===== config.mk =====
export PLATFORM = sky130hd
export DESIGN_NAME = hbsb_bridge
export DESIGN_NICKNAME = d
export VERILOG_FILES = /design/src/rtl/hbsb_pkg.sv /design/src/rtl/hbsb_decode.sv /design/src/rtl/hbsb_seq.sv /design/src/rtl/hbsb_bridge.sv
export SDC_FILE = /design/constraint.sdc
export NUM_CORES = 1
export LEC_CHECK = 0
export BUFFER_PORTS_ARGS = -buffer_cell sky130_fd_sc_hd__buf_2
export CAP_MARGIN = 0
export CORE_MARGIN = 1.5
export CORE_UTILIZATION = 48
export CTS_BUF_LIST = sky130_fd_sc_hd__clkbuf_2 sky130_fd_sc_hd__clkbuf_4 sky130_fd_sc_hd__clkbuf_8
export DETAILED_ROUTE_END_ITERATION = 10
export PLACE_DENSITY = 0.95
export SKIP_LAST_GASP = 1
export SLEW_MARGIN = 40
export SYNTH_ARGS = -nofsm -noshare
export SYNTH_HDL_FRONTEND = slang
export SYNTH_SLANG_ARGS = --single-unit

===== constraint.sdc =====
create_clock -name clk -period 2.9 [get_ports clk]
set_input_delay 0.145 -clock clk [delete_from_list [all_inputs] [get_ports clk]]
set_output_delay 0.145 -clock clk [all_outputs]
set_load 0.05 [all_outputs]

===== src/rtl/hbsb_pkg.sv =====
package hbsb_pkg;
    localparam int HALF_W   = 32;
    localparam int FULL_W   = 64;
    localparam int SLOT_LSB = 6;   // 0x40-byte slot stride
    localparam int HALF_BIT = 2;   // selects latch half vs register half

    typedef struct packed {
        logic [HALF_W-1:0] latch;
        logic [HALF_W-1:0] rdata;
        logic              rvalid;
        logic              err;
    } bridge_state_t;
endpackage


===== src/rtl/hbsb_decode.sv =====
module hbsb_decode
    import hbsb_pkg::*;
#(
    parameter int AW       = 16,
    parameter int NUM_REGS = 8,
    localparam int IW      = AW - SLOT_LSB
) (
    input  logic [AW-1:0] addr,
    output logic [IW-1:0] idx,
    output logic          hi_half,
    output logic          hit
);
    localparam logic [IW-1:0] LIMIT = IW'(NUM_REGS);

    always_comb begin
        idx     = addr[AW-1:SLOT_LSB];
        hi_half = addr[HALF_BIT];
        hit     = (addr[SLOT_LSB-1:3] == '0) && (addr[AW-1:SLOT_LSB] < LIMIT);
    end
endmodule


===== src/rtl/hbsb_seq.sv =====
module hbsb_seq
    import hbsb_pkg::*;
(
    input  logic              clk,
    input  logic              rst_n,
    input  logic              req,
    input  logic              we,
    input  logic              hi_half,
    input  logic              hit,
    input  logic [HALF_W-1:0] wdata,
    input  logic [FULL_W-1:0] rf_rdata,
    output logic              rf_wr,
    output logic              rf_rd,
    output logic [FULL_W-1:0] rf_wdata,
    output logic [HALF_W-1:0] rdata,
    output logic              rvalid,
    output logic              err
);
    bridge_state_t st_d, st_q;

    always_comb begin
        st_d        = st_q;
        st_d.rvalid = 1'b0;
        st_d.err    = 1'b0;
        rf_wr       = 1'b0;
        rf_rd       = 1'b0;
        rf_wdata    = {wdata, st_q.latch};
        if (req) begin
            if (we) begin
                if (!hi_half) begin
                    st_d.latch = wdata;
                end else if (hit) begin
                    rf_wr = 1'b1;
                end else begin
                    st_d.err = 1'b1;
                end
            end else begin
                st_d.rvalid = 1'b1;
                if (hi_half) begin
                    st_d.rdata = st_q.latch;
                end else if (hit) begin
                    rf_rd      = 1'b1;
                    st_d.rdata = rf_rdata[HALF_W-1:0];
                    st_d.latch = rf_rdata[FULL_W-1:HALF_W];
                end else begin
                    st_d.rdata = '1;
                    st_d.err   = 1'b1;
                end
            end
        end
    end

    always_ff @(posedge clk) begin
        if (!rst_n) st_q <= '0;
        else        st_q <= st_d;
    end

    assign rdata  = st_q.rdata;
    assign rvalid = st_q.rvalid;
    assign err    = st_q.err;

    // commit only for a mapped high-half write
    a_r3_commit_mapped: assert property (@(posedge clk) disable iff (!rst_n)
        rf_wr |-> (req && we && hi_half && hit));
    // register read strobe only for a mapped low-half read
    a_r4_read_strobe: assert property (@(posedge clk) disable iff (!rst_n)
        rf_rd |-> (req && !we && !hi_half && hit));
    // low-half write yields no response and no error
    a_r2_quiet_park: assert property (@(posedge clk) disable iff (!rst_n)
        (req && we && !hi_half) |=> (!rvalid && !err));
    // high-half read never errs and never moves the latch
    a_r5_latch_read: assert property (@(posedge clk) disable iff (!rst_n)
        (req && !we && hi_half) |=> (rvalid && !err && rdata == $past(st_q.latch)));
    // erroring read returns all ones
    a_r6_ones_on_err: assert property (@(posedge clk) disable iff (!rst_n)
        (rvalid && err) |-> (rdata == '1));
    // responses only follow a request
    a_r9_resp_after_req: assert property (@(posedge clk) disable iff (!rst_n)
        (rvalid || err) |-> $past(req));
endmodule


===== src/rtl/hbsb_bridge.sv =====
module hbsb_bridge
    import hbsb_pkg::*;
#(
    parameter int AW       = 16,
    parameter int NUM_REGS = 8,
    localparam int IW      = AW - SLOT_LSB
) (
    input  logic              clk,
    input  logic              rst_n,
    input  logic              hst_req,
    input  logic              hst_we,
    input  logic [AW-1:0]     hst_addr,
    input  logic [HALF_W-1:0] hst_wdata,
    output logic [HALF_W-1:0] hst_rdata,
    output logic              hst_rvalid,
    output logic              hst_err,
    output logic [IW-1:0]     rf_idx,
    output logic              rf_hit,
    output logic              rf_wr,
    output logic              rf_rd,
    output logic [FULL_W-1:0] rf_wdata,
    input  logic [FULL_W-1:0] rf_rdata
);
    logic hi_half;

    hbsb_decode #(.AW(AW), .NUM_REGS(NUM_REGS)) u_decode (
        .addr    (hst_addr),
        .idx     (rf_idx),
        .hi_half (hi_half),
        .hit     (rf_hit)
    );

    hbsb_seq u_seq (
        .clk      (clk),
        .rst_n    (rst_n),
        .req      (hst_req),
        .we       (hst_we),
        .hi_half  (hi_half),
        .hit      (rf_hit),
        .wdata    (hst_wdata),
        .rf_rdata (rf_rdata),
        .rf_wr    (rf_wr),
        .rf_rd    (rf_rd),
        .rf_wdata (rf_wdata),
        .rdata    (hst_rdata),
        .rvalid   (hst_rvalid),
        .err      (hst_err)
    );

    // no strobes or responses while in reset
    a_r1_reset_quiet: assert property (@(posedge clk)
        !rst_n |=> (!hst_rvalid && !hst_err));
    // strobes are never issued for an unmapped decode
    a_r8_strobe_hit: assert property (@(posedge clk) disable iff (!rst_n)
        (rf_wr || rf_rd) |-> rf_hit);
endmodule


==> results.md, run 1 <==
* DR vias at 3445
* Hold depth at 3
* CTS buffer count at 9
* Post-CTS Hold Buffers at 0
* Initial Utilization at 49.6%
* Worst-Margin Slew at 0.694 ns
* Syn avg cell area at between 8 and 9 um2
* Post-cts repair resize count at 0
* Routed len/inst at about 15 um
* Synth warn at 0
* Syn-to-layout area delta at 29.0%
* Fin Setup TNS at 0 ns
* Netlist cell types at 23
* Drt drc at 0
* Worst R2R End: u_seq.rdata[8]$_SDFFE_PN0P_
* Seq cells post-synth at 66
* Req. time, crit path at roughly 2.8 ns
* Hpwl dp at 7270 um
* Hold Crit Class: in -> reg
* Syn nets at 530
* Row count at 31
* Leak at ~2.2 nW
* Post-layout min period at 1.49 ns
* DRT antenna net count at 0
* Placed cell count at 663
* Top Ports at 227
* RSZ-0062 raised after global routing: no
* GRT overflow at 0
* Final hold vios at 0
* TritonRoute pass-1 iters at 4
* Later-pin clock latency in the skew report at 0.33 ns
* Placer Congestion at 0.849
* Worst r2r src: u_seq.rf_wdata[8]$_SDFFE_PN0P_
* Clock Skews at ~0.011 ns
* Hold_sp: rf_rdata[10]
* ANT cells at 0
* Largest net degree at the start of global routing at 52
* R2R Setup Slk at roughly 2.1 ns
* Share of layout cells above drive strength 1 at 47.9%
* First-pass GRT wire length at 14100 um
* Vias in the first global route at 3065
* Largest cells by area after synthesis: dfxtp_1 37%, mux2_2 10%, buf_4 9.0%
* Synth Instances at 414
* Worst-path maximum fanout at 20
* Core Region at 7250 um2
* FF-to-FF path depth at 3
* Final net count at 691
* Critical Path End Type: primary output
* Power per cell area at 549 nW/um2
* Fillcell total at between 600 and 700
* Post-Syn Area at between 3000 and 4000 um2
* Fmax achieved at 0.671 GHz
* Finished Layout Cells at 679
* Max-slew headroom at the worst pin at 53.7%
* Die width at 89.6 um
* # setup viols final at 0
* Routed vias/inst at ~5.1
* Sequential cell area fraction in the yosys report at 36.7%
* CTS max path bufs at 2
* Antenna violations before repair at 0
* Hold Crit Endpoint: u_seq.rdata[10]$_SDFFE_PN0P_
* Detailed Route Iter0 Violations at 70
* Die area at 8030 um2
* Detailed Route WL at just under 10000 um
* CP Class: in -> out
* # port buffers at 218
* Post-CTS Setup Bufs at 0
* CP arrival at around 1.4 ns
* Total track usage at 23.1%
* CTS sink cnt at 66
* Top-area cell type share of the netlist area at 36.7%
* CTS root buf: clkbuf_8
* Final Cycle Share at 51.4%
* Area leader, netlist: dfxtp_1
* CTS tree: done
* CP Launch Type: input port
* VDD IR-drop max at 0.287 mV
* CTS clock-pin slew for the worst setup and hold paths at approximately 0.070 ns
* Number of max-cap violations at 0
* Status: complete, no violations
* Pins over their slew limit at 0
* H-tree depth at 3
* Height of the die at roughly 90 um
cells in the mapped netlist (all sizes together):
cell / instances
nand3: 3
buf: 61
dfxtp: 66
nor2b: 1
a31oi: 1
inv: 2
xnor2: 1
nand2: 64
nor4: 2
clkbuf: 14
mux2: 32
nand4: 1
o211ai: 32
nor2: 67
and2: 1
nand3b: 32
mux2i: 32
nor3b: 2
layout by cell type (no fill, tap or decap), drive strengths merged:
| master | n |
|---|---|
| buf | 225 |
| nor2 | 67 |
| dfxtp | 66 |
| nand2 | 64 |
| nand3b | 32 |
| o211ai | 32 |
| mux2 | 32 |
| mux2i | 32 |
| clkbuf | 9 |
| clkinv | 4 |
| nand3 | 3 |
| bufinv | 3 |
| nor4 | 2 |
| inv | 2 |
| nor3b | 2 |
| nand4 | 1 |
| nor2b | 1 |
| a31oi | 1 |
| xnor2 | 1 |
| and2 | 1 |
through the flow:
step / total power, mW / hold slack, ns / utilization [%] / setup slack (ns) / instance area, um2
2_1_floorplan: 1.50 / 0.266 / - / 1.41 / 3600
3_3_place_gp: 1.62 / 0.291 / 60.7 / 1.16 / 4400
3_5_place_dp: 1.64 / 0.291 / 60.7 / 1.09 / 4400
4_1_cts: 2.57 / 0.00740 / 64.0 / 1.39 / 4640
5_1_grt: 2.66 / 0.00505 / 64.0 / 1.28 / 4640
6_report: 2.55 / 0.0212 / 64.0 / 1.41 / 4640
final cells by class:
type                    instances  area (um2)  area share, %
repair buffers                225        1170           25.2
clock inverters                 7         118           2.53
multi-input cells             271        1780           38.3
well taps                      99         124           2.67
flip-flops and latches         66        1320           28.5
clock buffers                   9         124           2.67
inverters                       2        7.51          0.162
cells by family after synthesis:
| group | count (synthesis) | synth area share (%) |
|---|---|---|
| AND/OR/NAND/NOR | 173 | 23.0 |
| buffers and inverters | 77 | 14.3 |
| flip-flops | 66 | 36.7 |
| multiplexers | 64 | 18.9 |
| AO/OA/AOI/OAI | 33 | 6.85 |
| XOR/XNOR | 1 | 0.243 |
routing by layer:
| layer | part of all wire (%) | vias up | GRT usage (%) |
|---|---|---|---|
| li1 | - | 1682 | - |
| met1 | 40 | 1609 | 24.3 |
| met2 | 52 | 139 | 43.9 |
| met3 | 6.6 | 15 | 6.86 |
| met4 | 1.8 | 0 | 6.71 |
| met5 | 0 | - | 0 |
power breakdown:
group / leakage, nW / total [mW] / internal [mW] / switching (mW)
Sequential: 0.541 / 0.982 / 0.954 / 0.0277
Clock: 0.123 / 0.935 / 0.571 / 0.364
Combinational: 1.57 / 0.634 / 0.198 / 0.437
state kept, by name, indices dropped and copies added, names as in the netlist:
| name | flops |
|---|---|
| u_seq.rvalid | 1 |
| u_seq.rdata | 32 |
| u_seq.err | 1 |
| u_seq.rf_wdata | 32 |
worst max-delay path by stage:
stage                 start                               to  slack [ns]  depth (start not counted)
3_3_place_gp   hst_addr[12]  u_seq.rf_wdata[19]$_SDFFE_PN0P_        1.16                          6
3_5_place_dp   hst_addr[12]  u_seq.rf_wdata[12]$_SDFFE_PN0P_        1.09                          6
4_1_cts              hst_we                            rf_rd        1.39                          6
2_1_floorplan   hst_addr[2]                            rf_wr        1.41                          4
5_1_grt              hst_we                            rf_rd        1.28                          6
6_report             hst_we                            rf_rd        1.41                          6
worst max-delay path: stages:
cell and delay, ns:
buf_2 0.26, nor3b_1 0.25, nand4_1 0.14, buf_4 0.24
inv_2 0.05, buf_2 0.25
Power figures use the tool's default switching activity.
==> inputs of run 2 (changes only) <==
- CORE_UTILIZATION: 48 -> 44
- PLACE_DENSITY: 0.95 -> 0.93
- clock period: 2.9 -> 1.5 ns (I/O delays scaled with it)
==> results.md, run 2 (same netlist as run 1, synthesis figures left out) <==
* Status: complete, no violations
* Antenna violations before repair at 0
* CTS buffer count at 9
* DR vias at between 3000 and 4000
* First-pass GRT wire length at 16600 um
* Detailed Route Iter0 Violations at 101
* Worst-path maximum fanout at 18
* Syn-to-layout area delta at 39.9%
* Die area at 8730 um2
* # setup viols final at 0
* Critical Path End Type: primary output
* Hpwl dp at 7500 um
* Placer Congestion at 0.756
* # port buffers at 218
* GR Util met1 at 25.5%
* Routed vias/inst at slightly above 5
* Fmax achieved at roughly 0.74 GHz
* Hold depth at 4
* VDD IR-drop max at 0.615 mV
* Final net count at roughly 730
* Most Crowded Layer GR: met2
* Share of layout cells above drive strength 1 at 45.7%
* TritonRoute pass-1 iters at 4
* H-tree depth at 3
* Req. time, crit path at 1.42 ns
* CP arrival at 1.28 ns
* GR Util met3 at under 10%
* Detailed Route WL at 10800 um
* CTS sink cnt at 66
* Clock Skews at between 0.007 and 0.008 ns
* Final Cycle Share at 90.4%
* Global-route met2 utilization at 45.6%
* Placed cell count at 671
* CP Class: in -> out
* Hold Crit Class: in -> reg
* CTS tree: done
* Core Region at between 7000 and 8000 um2
* Leading cell type in the layout, fill and taps excluded: buf_2
* Die width at 93.5 um
* Top Ports at between 200 and 250
* Routed len/inst at 15.0 um
* Later-pin clock latency in the skew report at 0.33 ns
* Drt drc at 0
* Finished Cell Area at 5030 um2
* Height of the die at approximately 93 um
* Total track usage at 24.3%
* CTS clock-pin slew for the worst setup and hold paths at 0.07 ns
* GRT overflow at 0
* DRT antenna net count at 0
* Tot Pwr at 4.92 mW
* Leak at 2.40 nW
* DP Area at 4480 um2
* Pins over their slew limit at 0
* Worst-Margin Slew at approximately 0.4 ns
* Post-cts repair resize count at 0
* WHS at 0.138 ns
* CTS max path bufs at 2
* Most frequent cells in the layout: 218 x buf_2, 67 x nor2_1, 66 x dfxtp_1, 64 x nand2_1, 33 x dlygate4sd3_1
* Post-layout min period at ~1.4 ns
* ANT cells at 0
* CTS root buf: clkbuf_8
* RSZ-0062 raised after global routing: no
* Max-slew headroom at the worst pin at 72.6%
* Final hold vios at 0
* CP Launch Type: input port
* Row count at 32
* Initial Utilization at 46.1%
* Number of max-cap violations at 0
* Finished Layout Cells at a little over 700
* Vias in the first global route at 3590
* FF-to-FF path depth at 3
* Power per cell area at a little under 1000 nW/um2
* Largest net degree at the start of global routing at 99
-- run 2: cell count changes in the layout (fill, tap and decap cells not counted) --
| cell | delta |
|---|---|
| bufinv_16 | -1 |
| clkbuf_8 | +2 |
| dlygate4sd3_1 | +33 |
| clkinv_4 | -2 |
| clkbuf_4 | +2 |
| buf_4 | +1 |
| buf_12 | +3 |
| buf_2 | +1 |
| clkinv_2 | -2 |
-- run 2: area by class of cell --
type / instances / area (um2)
clock buffers: 13 / 166
clock inverters: 2 / 60.1
fillers: 627 / 2770
inverters: 2 / 7.51
multi-input cells: 271 / 1780
flip-flops and latches: 66 / 1320
well taps: 102 / 128
repair buffers: 263 / 1570
-- run 2: worst paths after layout --
kind / from / endpoint / slack, ns
max: hst_addr[12] / rf_rd / 0.14
min: rf_rdata[36] / u_seq.rf_wdata[4]$_SDFFE_PN0P_ / 0.14
max reg2reg: u_seq.rf_wdata[7]$_SDFFE_PN0P_ / u_seq.rdata[7]$_SDFFE_PN0P_ / 0.67
min reg2reg: u_seq.rf_wdata[18]$_SDFFE_PN0P_ / u_seq.rf_wdata[18]$_SDFFE_PN0P_ / 0.47
-- run 2: metal layers --
metal / share of wire [%] / routed length, um
met1: 37 / 4010
met5: 0 / 0
met3: 7.9 / 846
met2: 53 / 5640
met4: 2.3 / 250
-- run 2: power by group --
group	internal [mW]	switching, mW	total (mW)
logic	0.453	0.867	1.32
registers	1.85	0.0573	1.90
clock network	1.06	0.635	1.69
total	3.36	1.56	4.92
-- run 2: repair_timing --
action | 4_1_cts | 5_1_grt
hold buffers | 33 | 0
endpoints found under the hold margin | 33 | 0
buffers inserted | 0 | 0
-- run 2: per-stage QoR --
stage	util (%)	TNS (ns)	worst slack, ns
final	64.5	0	0.144
after global routing	64.5	0	0.0873
after CTS	64.5	0	0.135
after detailed placement	57.4	-0.0360	-0.0202
after global placement	57.4	0	0.0663
after floorplan	-	0	0.147
-- run 2: critical path: stages --
cell and delay [ns]:
buf_2 0.12, nor4_4 0.29, buf_4 0.16, nand4_1 0.10, buf_4 0.23, inv_2 0.05, buf_2 0.25
